===== src/rtl/cpu_pkg.sv =====
package cpu_pkg;

  typedef enum logic [3:0] {
    OP_HALT = 4'h0, OP_ADD = 4'h1, OP_SUB = 4'h2, OP_GT  = 4'h3,
    OP_LT   = 4'h4, OP_INC = 4'h5, OP_DEC = 4'h6, OP_SHF = 4'h7,
    OP_ANDI = 4'h8, OP_LDI = 4'h9, OP_MOV = 4'hA, OP_LD  = 4'hB,
    OP_ST   = 4'hC, OP_JMP = 4'hD, OP_JRZ = 4'hE, OP_JAZ = 4'hF
  } opc_e;

  typedef enum logic [1:0] {
    PC_STEP, PC_IMM, PC_REL, PC_ABS
  } pcsel_e;

  typedef struct packed {
    opc_e   opc;
    logic   wr_en;
    logic   dst_fld;
    logic   mem_we;
    logic   halt;
    pcsel_e pc_sel;
  } ctl_t;

endpackage


===== src/rtl/cpu_decode.sv =====
module cpu_decode
  import cpu_pkg::*;
(
  input  logic [7:0] instr,
  output ctl_t       ctl
);

  always_comb begin
    ctl         = '0;
    ctl.opc     = opc_e'(instr[7:4]);
    ctl.pc_sel  = PC_STEP;
    unique case (opc_e'(instr[7:4]))
      OP_HALT:                                 ctl.halt = 1'b1;
      OP_ADD, OP_SUB, OP_GT, OP_LT,
      OP_SHF, OP_ANDI, OP_LDI:                 ctl.wr_en = 1'b1;
      OP_INC, OP_DEC, OP_MOV, OP_LD: begin
        ctl.wr_en   = 1'b1;
        ctl.dst_fld = 1'b1;
      end
      OP_ST:                                   ctl.mem_we = 1'b1;
      OP_JMP:                                  ctl.pc_sel = PC_IMM;
      OP_JRZ:                                  ctl.pc_sel = PC_REL;
      OP_JAZ:                                  ctl.pc_sel = PC_ABS;
      default: ;
    endcase
  end

endmodule


===== src/rtl/cpu_alu.sv =====
module cpu_alu
  import cpu_pkg::*;
#(
  parameter int XLEN = 8
) (
  input  opc_e            opc,
  input  logic [XLEN-1:0] opa,
  input  logic [XLEN-1:0] opb,
  input  logic [XLEN-1:0] acc,
  input  logic [3:0]      imm,
  input  logic [XLEN-1:0] mem_rd,
  output logic [XLEN-1:0] res
);

  localparam logic [XLEN-1:0] ONE = XLEN'(1);

  logic [XLEN-1:0] imm_z;
  logic [3:0]      rmag;
  logic [XLEN-1:0] shf;

  assign imm_z = XLEN'(imm);
  assign rmag  = 4'd0 - imm;

  always_comb begin
    if (!imm[3])
      shf = acc << imm[2:0];
    else if (int'(rmag) >= XLEN)
      shf = '0;
    else
      shf = acc >> rmag;
  end

  always_comb begin
    unique case (opc)
      OP_ADD:  res = opa + opb;
      OP_SUB:  res = opa - opb;
      OP_GT:   res = (opa > opb) ? ONE : '0;
      OP_LT:   res = (opa < opb) ? ONE : '0;
      OP_INC:  res = opa + ONE;
      OP_DEC:  res = opa - ONE;
      OP_SHF:  res = shf;
      OP_ANDI: res = acc & imm_z;
      OP_LDI:  res = imm_z;
      OP_MOV:  res = opb;
      OP_LD:   res = mem_rd;
      default: res = '0;
    endcase
  end


  always_comb begin
    if (opc == OP_GT || opc == OP_LT)
      cmp_bool_chk: assert (res == '0 || res == ONE);
  end

endmodule


===== src/rtl/cpu_regfile.sv =====
module cpu_regfile #(
  parameter int XLEN = 8,
  parameter int NREG = 4,
  localparam int RSEL = $clog2(NREG)
) (
  input  logic                 clk,
  input  logic                 rst_n,
  input  logic                 wr_en,
  input  logic [RSEL-1:0]      wr_sel,
  input  logic [XLEN-1:0]      wr_data,
  input  logic [RSEL-1:0]      rd_sel_a,
  input  logic [RSEL-1:0]      rd_sel_b,
  output logic [XLEN-1:0]      rd_a,
  output logic [XLEN-1:0]      rd_b,
  output logic [XLEN-1:0]      rd_acc,
  output logic [NREG*XLEN-1:0] dbg
);

  logic [XLEN-1:0] q   [NREG];
  logic [NREG-1:0] en;

  always_comb begin
    for (int i = 0; i < NREG; i++)
      en[i] = wr_en && (wr_sel == RSEL'(i));
  end

  always_ff @(posedge clk or negedge rst_n) begin
    if (!rst_n) begin
      for (int i = 0; i < NREG; i++) q[i] <= '0;
    end else begin
      for (int i = 0; i < NREG; i++)
        if (en[i]) q[i] <= wr_data;
    end
  end

  assign rd_a   = q[rd_sel_a];
  assign rd_b   = q[rd_sel_b];
  assign rd_acc = q[0];

  for (genvar g = 0; g < NREG; g++) begin : g_reg
    assign dbg[g*XLEN +: XLEN] = q[g];


    reg_commit_chk: assert property (@(posedge clk) disable iff (!rst_n)
      (wr_en && wr_sel == RSEL'(g)) |=> dbg[g*XLEN +: XLEN] == $past(wr_data));


    reg_hold_chk: assert property (@(posedge clk) disable iff (!rst_n)
      !(wr_en && wr_sel == RSEL'(g)) |=> $stable(dbg[g*XLEN +: XLEN]));
  end

endmodule


===== src/rtl/byte_cpu.sv =====
module byte_cpu
  import cpu_pkg::*;
#(
  parameter int XLEN = 8,
  parameter int NREG = 4,
  localparam int RSEL = $clog2(NREG)
) (
  input  logic                 clk,
  input  logic                 rst_n,
  output logic [XLEN-1:0]      imem_addr,
  input  logic [7:0]           imem_data,
  output logic [XLEN-1:0]      dmem_addr,
  output logic [XLEN-1:0]      dmem_wdata,
  output logic                 dmem_we,
  input  logic [XLEN-1:0]      dmem_rdata,
  output logic                 halted,
  output logic [NREG*XLEN-1:0] dbg_regs
);

  ctl_t            ctl;
  logic [RSEL-1:0] fld_a, fld_b;
  logic [3:0]      imm;
  logic [XLEN-1:0] val_a, val_b, val_acc, alu_res;
  logic [XLEN-1:0] pc_q, pc_nxt;
  logic            halted_q, halted_nxt;
  logic            run, pc_en, b_zero;

  assign fld_a = imem_data[3:2];
  assign fld_b = imem_data[1:0];
  assign imm   = imem_data[3:0];
  assign run   = !halted_q;

  cpu_decode u_dec (
    .instr (imem_data),
    .ctl   (ctl)
  );

  cpu_regfile #(.XLEN(XLEN), .NREG(NREG)) u_rf (
    .clk      (clk),
    .rst_n    (rst_n),
    .wr_en    (ctl.wr_en && run),
    .wr_sel   (ctl.dst_fld ? fld_a : '0),
    .wr_data  (alu_res),
    .rd_sel_a (fld_a),
    .rd_sel_b (fld_b),
    .rd_a     (val_a),
    .rd_b     (val_b),
    .rd_acc   (val_acc),
    .dbg      (dbg_regs)
  );

  cpu_alu #(.XLEN(XLEN)) u_alu (
    .opc    (ctl.opc),
    .opa    (val_a),
    .opb    (val_b),
    .acc    (val_acc),
    .imm    (imm),
    .mem_rd (dmem_rdata),
    .res    (alu_res)
  );

  assign b_zero = (val_b == '0);

  // next-state: program counter and halt flag
  always_comb begin
    unique case (ctl.pc_sel)
      PC_IMM:  pc_nxt = XLEN'(imm);
      PC_REL:  pc_nxt = b_zero ? pc_q + val_a : pc_q + XLEN'(1);
      PC_ABS:  pc_nxt = b_zero ? val_a        : pc_q + XLEN'(1);
      default: pc_nxt = pc_q + XLEN'(1);
    endcase
    pc_en      = run && !ctl.halt;
    halted_nxt = halted_q || ctl.halt;
  end

  always_ff @(posedge clk or negedge rst_n) begin
    if (!rst_n) begin
      pc_q     <= '0;
      halted_q <= 1'b0;
    end else begin
      if (pc_en) pc_q     <= pc_nxt;
      if (run)   halted_q <= halted_nxt;
    end
  end

  assign imem_addr  = pc_q;
  assign halted     = halted_q;
  assign dmem_addr  = val_b;
  assign dmem_wdata = val_a;
  assign dmem_we    = ctl.mem_we && run;


  halt_freeze_chk: assert property (@(posedge clk) disable iff (!rst_n)
    halted |=> (halted && $stable(imem_addr) && $stable(dbg_regs)));


  halt_quiet_chk: assert property (@(posedge clk) disable iff (!rst_n)
    halted |-> !dmem_we);


  halt_entry_chk: assert property (@(posedge clk) disable iff (!rst_n)
    (!halted && imem_data[7:4] == 4'h0) |=> (halted && $stable(imem_addr)));


  jump_imm_chk: assert property (@(posedge clk) disable iff (!rst_n)
    (!halted && imem_data[7:4] == 4'hD) |=> imem_addr == XLEN'($past(imem_data[3:0])));


  pc_step_chk: assert property (@(posedge clk) disable iff (!rst_n)
    (!halted && imem_data[7:4] != 4'h0 && imem_data[7:4] < 4'hD)
      |=> imem_addr == $past(imem_addr) + XLEN'(1));


  jrz_fall_chk: assert property (@(posedge clk) disable iff (!rst_n)
    (!halted && imem_data[7:4] == 4'hE && dmem_addr != '0)
      |=> imem_addr == $past(imem_addr) + XLEN'(1));


  store_strobe_chk: assert property (@(posedge clk) disable iff (!rst_n)
    dmem_we |-> (imem_data[7:4] == 4'hC && !halted));

endmodule


===== config.mk =====
export PLATFORM = sky130hd
export DESIGN_NAME = byte_cpu
export DESIGN_NICKNAME = d
export VERILOG_FILES = /design/src/rtl/cpu_pkg.sv /design/src/rtl/cpu_decode.sv /design/src/rtl/cpu_alu.sv /design/src/rtl/cpu_regfile.sv /design/src/rtl/byte_cpu.sv
export SDC_FILE = /design/constraint.sdc
export NUM_CORES = 1
export LEC_CHECK = 0
export BUFFER_PORTS_ARGS = -buffer_cell sky130_fd_sc_hd__buf_4
export CAP_MARGIN = 20
export CORE_MARGIN = 3
export CORE_UTILIZATION = 40
export CTS_CLUSTER_DIAMETER = 200
export CTS_CLUSTER_SIZE = 12
export DETAILED_ROUTE_END_ITERATION = 8
export PLACE_DENSITY_LB_ADDON = 0.2
export SETUP_SLACK_MARGIN = 0.1
export SYNTH_ARGS = -nofsm -noshare
export SYNTH_HDL_FRONTEND = slang
export SYNTH_HIERARCHICAL = 1
export SYNTH_SLANG_ARGS = --single-unit

===== constraint.sdc =====
create_clock -name clk -period 3.8 [get_ports clk]
set_clock_uncertainty 0.15 [all_clocks]
set_input_delay 0.57 -clock clk [delete_from_list [all_inputs] [get_ports clk]]
set_output_delay 0.57 -clock clk [all_outputs]
set_load 0.05 [all_outputs]

==> run summary <==
Status: completed
CTS root buffer: sky130_fd_sc_hd__clkbuf_16
Final Cycle Share: 94.9%
Post-synth cell types: 85
CTS tree: done
Min setup slack post-route: 0.194 ns
Effective utilization at floorplan: 41.2%
Number of antenna violations at the first check in global routing: 0
Net Count, Synth: 560
Data arrival at the endpoint of the critical path: 3.62 ns
Critical Path, Cell by Cell: mux4_2 > inv_2 > ha_4 > nor2_1 > nor2_1 > inv_1 > ha_1 > nor2b_1 > o2111ai_2 > a31oi_1 > nor2_1 > xnor2_1 > a221o_1 > mux2_4
Maximum operating frequency: 277 MHz
Non-filler cells in the finished layout: 750
Cell Count Post-Placement: 737
Syn. warnings: 6
Area taken by multi-input logic gates: 0.00345 sq mm
Post-synthesis sequential area ratio: 21.6%
Worst slack on hold paths: 0.110 ns
Type of element capturing the critical path: flop
Slew at the pin with the worst max-slew slack: 0.800 ns
Total number of vias: 4709
Sequential Area: 0.00103 sq mm
Number of slew-limit violations in the final report: 0
Share of cells above drive strength 1: 36.1%
Antenna diode instance count: 0
Drt pass-1 iters: 5
Final Setup Violations: 0
ANT nets after route: 0
Static leakage: 2.63 nW
DRC violations left: 0
Pin count of the biggest net entering global routing: 42
Largest fanout on the critical path: 4
Most used DFF post-synth: sky130_fd_sc_hd__dfrtp_1
Beginning of the worst register-to-register path: u_rf/dbg[24]$_DFFE_PN0P_
Count of final hold-check violations: 0
Internal reg-to-reg setup slack: 0.19 ns
Maximum vdd ir drop: 0.000527 V
Total detailed-routing wirelength: 16500 um
Count of buffers from port buffering: 75
Vertical extent of the die: 115 um
GPL Wtd Cong: 0.975
Overall power after layout: 0.00548 W
Drt via density: 6.28
Setup repair after global routing missed its margin: yes
Detailed Place HPWL: 12900 um
Aggregate global-route resource usage: 24.9%
Endpoint of the worst register-to-register path: u_rf/dbg[23]$_DFFE_PN0P_
FF+latch count, synth: 41
Insertion delay to the later sink of the worst-skew pair: 0.28 ns
Power per cell area: 940 mW/mm^2
Relative area change from synthesis to final layout: 23.0%
Depth of the CTS H-tree: 2
Worst-case headroom to the max-slew limit: 45.8%
Mapped cell area: 0.00474 sq mm
Number of buffers created by CTS: 5
Clock-pin slew on the worst setup and hold paths: 0.06 ns
Count of maximum capacitance violations: 0
Number of filler instances in the final layout: 1080
Cell with the most instances on the worst path: sky130_fd_sc_hd__nor2_1
Slowest library cell on the worst path: sky130_fd_sc_hd__mux4_2
Setup crit start kind: flop
Number of top-level design ports: 76
Required @ worst endpoint: 3.81 ns
Wire length of the first global-routing pass: 25900 um
Chip width: 115 um
Die ar.: 0.0132 sq mm
Clock Tree Buf Depth: 2
Post-Syn Instances: 513
Crit-path max cell delay: 0.58 ns
Overall overflow remaining after global route: 0
Site row count: 39
First-iteration detailed-routing DRC count: 513
Hold Crit Class: input pin to async pin
Count of clock tree sinks: 41
Via count of the first global-routing pass: 4444
Number of nets in the final layout: 654
Async set or reset register ratio after synthesis: 100%
Mean post-synth cell area: 9.24 sq um
Critical Setup Path Class: flop to flop
Minimum period implied by the final worst setup slack: 3.61 ns
Number of flops mapped to enable cells by yosys: 0
Core region area: 0.0115 sq mm
Worst-case setup slack after placement: -0.0835 ns
Average routed wire per standard cell: 22.0 um
Logic depth of the worst register-to-register path: 14
## worst max-delay path by stage
stage,slack (ns),end,start
detailed placement,-0.08,u_rf/rd_acc[7]$_DFFE_PN0P_,imem_data[0]
finish,0.19,u_rf/dbg[23]$_DFFE_PN0P_,u_rf/dbg[24]$_DFFE_PN0P_
floorplan,0.08,u_rf/rd_acc[7]$_DFFE_PN0P_,imem_data[0]
global placement,0.01,u_rf/rd_acc[7]$_DFFE_PN0P_,imem_data[0]
global route,-0.05,u_rf/dbg[23]$_DFFE_PN0P_,u_rf/dbg[24]$_DFFE_PN0P_
CTS,0.21,u_rf/dbg[15]$_DFFE_PN0P_,u_rf/dbg[26]$_DFFE_PN0P_
## metrics by stage
step	TNS, ns	area [sq um]	util [%]
2_1_floorplan	0	4800	-
3_3_place_gp	0	5630	48.9
3_5_place_dp	-0.328	5630	48.9
4_1_cts	0	5770	50.1
5_1_grt	-0.205	5830	50.7
6_report	0	5830	50.7
## repair_timing
item,4_1_cts,5_1_grt
endpoints found under the setup margin,0,4
hold buffers,0,0
resized for setup,0,9
setup buffers,0,6
## critical path, delay by kind of cell, from the launching register on
family                   cells  cell delay, ns
multiplexers                 2            0.88
AO/OA/AOI/OAI                3            0.77
AND/OR/NAND/NOR              4            0.50
flip-flops                   1            0.43
adder cells (fa/ha/maj)      2            0.40
buffers and inverters        2            0.21
XOR/XNOR                     1            0.14
## synth_stat cells (all sizes together) (4+ instances only)
library cell | count | area, sq um
nor2b | 12 | 75.1
o21ai | 29 | 145
a21o | 7 | 52.6
nand2 | 45 | 169
mux2 | 41 | 465
xor2 | 9 | 86.3
nand3b | 5 | 45.0
nand2b | 6 | 37.5
inv | 25 | 93.8
and2 | 5 | 32.5
mux4 | 19 | 428
o211ai | 7 | 57.6
nor3b | 4 | 46.3
o22ai | 7 | 43.8
ha | 26 | 325
nor2 | 24 | 90.1
nor4 | 5 | 76.3
xnor2 | 12 | 105
nand3 | 12 | 65.1
a21oi | 21 | 105
a22oi | 6 | 45.0
clkbuf | 10 | 37.5
mux2i | 14 | 140
dfrtp | 41 | 1030
or3 | 4 | 25.0
a31oi | 11 | 68.8
o2111ai | 5 | 43.8
and3 | 9 | 65.1
a221o | 4 | 40.0
buf | 27 | 173
nor3 | 10 | 55.1
## report_power, final
part | total, W | leakage, nW | internal [W] | switching, W
logic | 0.00429 | 2.03 | 0.00174 | 0.00255
clock network | 0.000409 | 0.0669 | 0.000241 | 0.000168
registers | 0.000787 | 0.529 | 0.000582 | 0.000205
total | 0.00548 | 2.63 | 0.00256 | 0.00292
## routing by layer
metal	routed length, um	global-route usage, %	share of wire [%]
met5	0	0	0
met4	230	4.38	1.4
met3	1470	4.26	8.9
met2	7400	37.7	45
met1	7430	37.8	45
## cell families after synthesis
| family | synth area share [%] |
|---|---|
| AOI/OAI and AO/OA | 18.5 |
| xor gates and xnor gates | 4.04 |
| adders and majority gates | 8.13 |
| buffers and inverters | 6.49 |
| DFF | 21.6 |
| muxes | 21.8 |
| and+or+nand+nor | 19.4 |
## layout by cell type, fill, tap and decap left out, types with 7 or more instances in the layout
cell type and n:
sky130_fd_sc_hd__ha_1 25, sky130_fd_sc_hd__inv_1 19, sky130_fd_sc_hd__mux4_2 19, sky130_fd_sc_hd__mux2i_1 14
sky130_fd_sc_hd__xnor2_1 12, sky130_fd_sc_hd__nor2_1 24, sky130_fd_sc_hd__a21o_1 7, sky130_fd_sc_hd__o21ai_0 18
sky130_fd_sc_hd__nand3_1 10, sky130_fd_sc_hd__a31oi_1 11, sky130_fd_sc_hd__nor2b_1 12, sky130_fd_sc_hd__xor2_1 8
sky130_fd_sc_hd__dfrtp_1 41, sky130_fd_sc_hd__o22ai_1 7, sky130_fd_sc_hd__nand2_1 45, sky130_fd_sc_hd__nor3_1 8
sky130_fd_sc_hd__buf_4 122, sky130_fd_sc_hd__mux2_2 34, sky130_fd_sc_hd__a21oi_1 19, sky130_fd_sc_hd__o21ai_1 11
## flip-flops by register name (all words and copies together), names as in the netlist
name and cells:
imem_addr 8, u_rf/dbg 24, halted 1, u_rf/rd_acc 8
## area by class of cell
| cell class | instances | share of cell area (%) |
|---|---|---|
| Clock inverter | 1 | 0.150 |
| Tap cell | 143 | 3.07 |
| Timing Repair Buffer | 124 | 16.1 |
| Sequential cell | 41 | 17.6 |
| Clock buffer | 6 | 2.21 |
| Multi-Input combinational cell | 409 | 59.2 |
| Inverter | 26 | 1.67 |
Power figures use the tool's default switching activity.
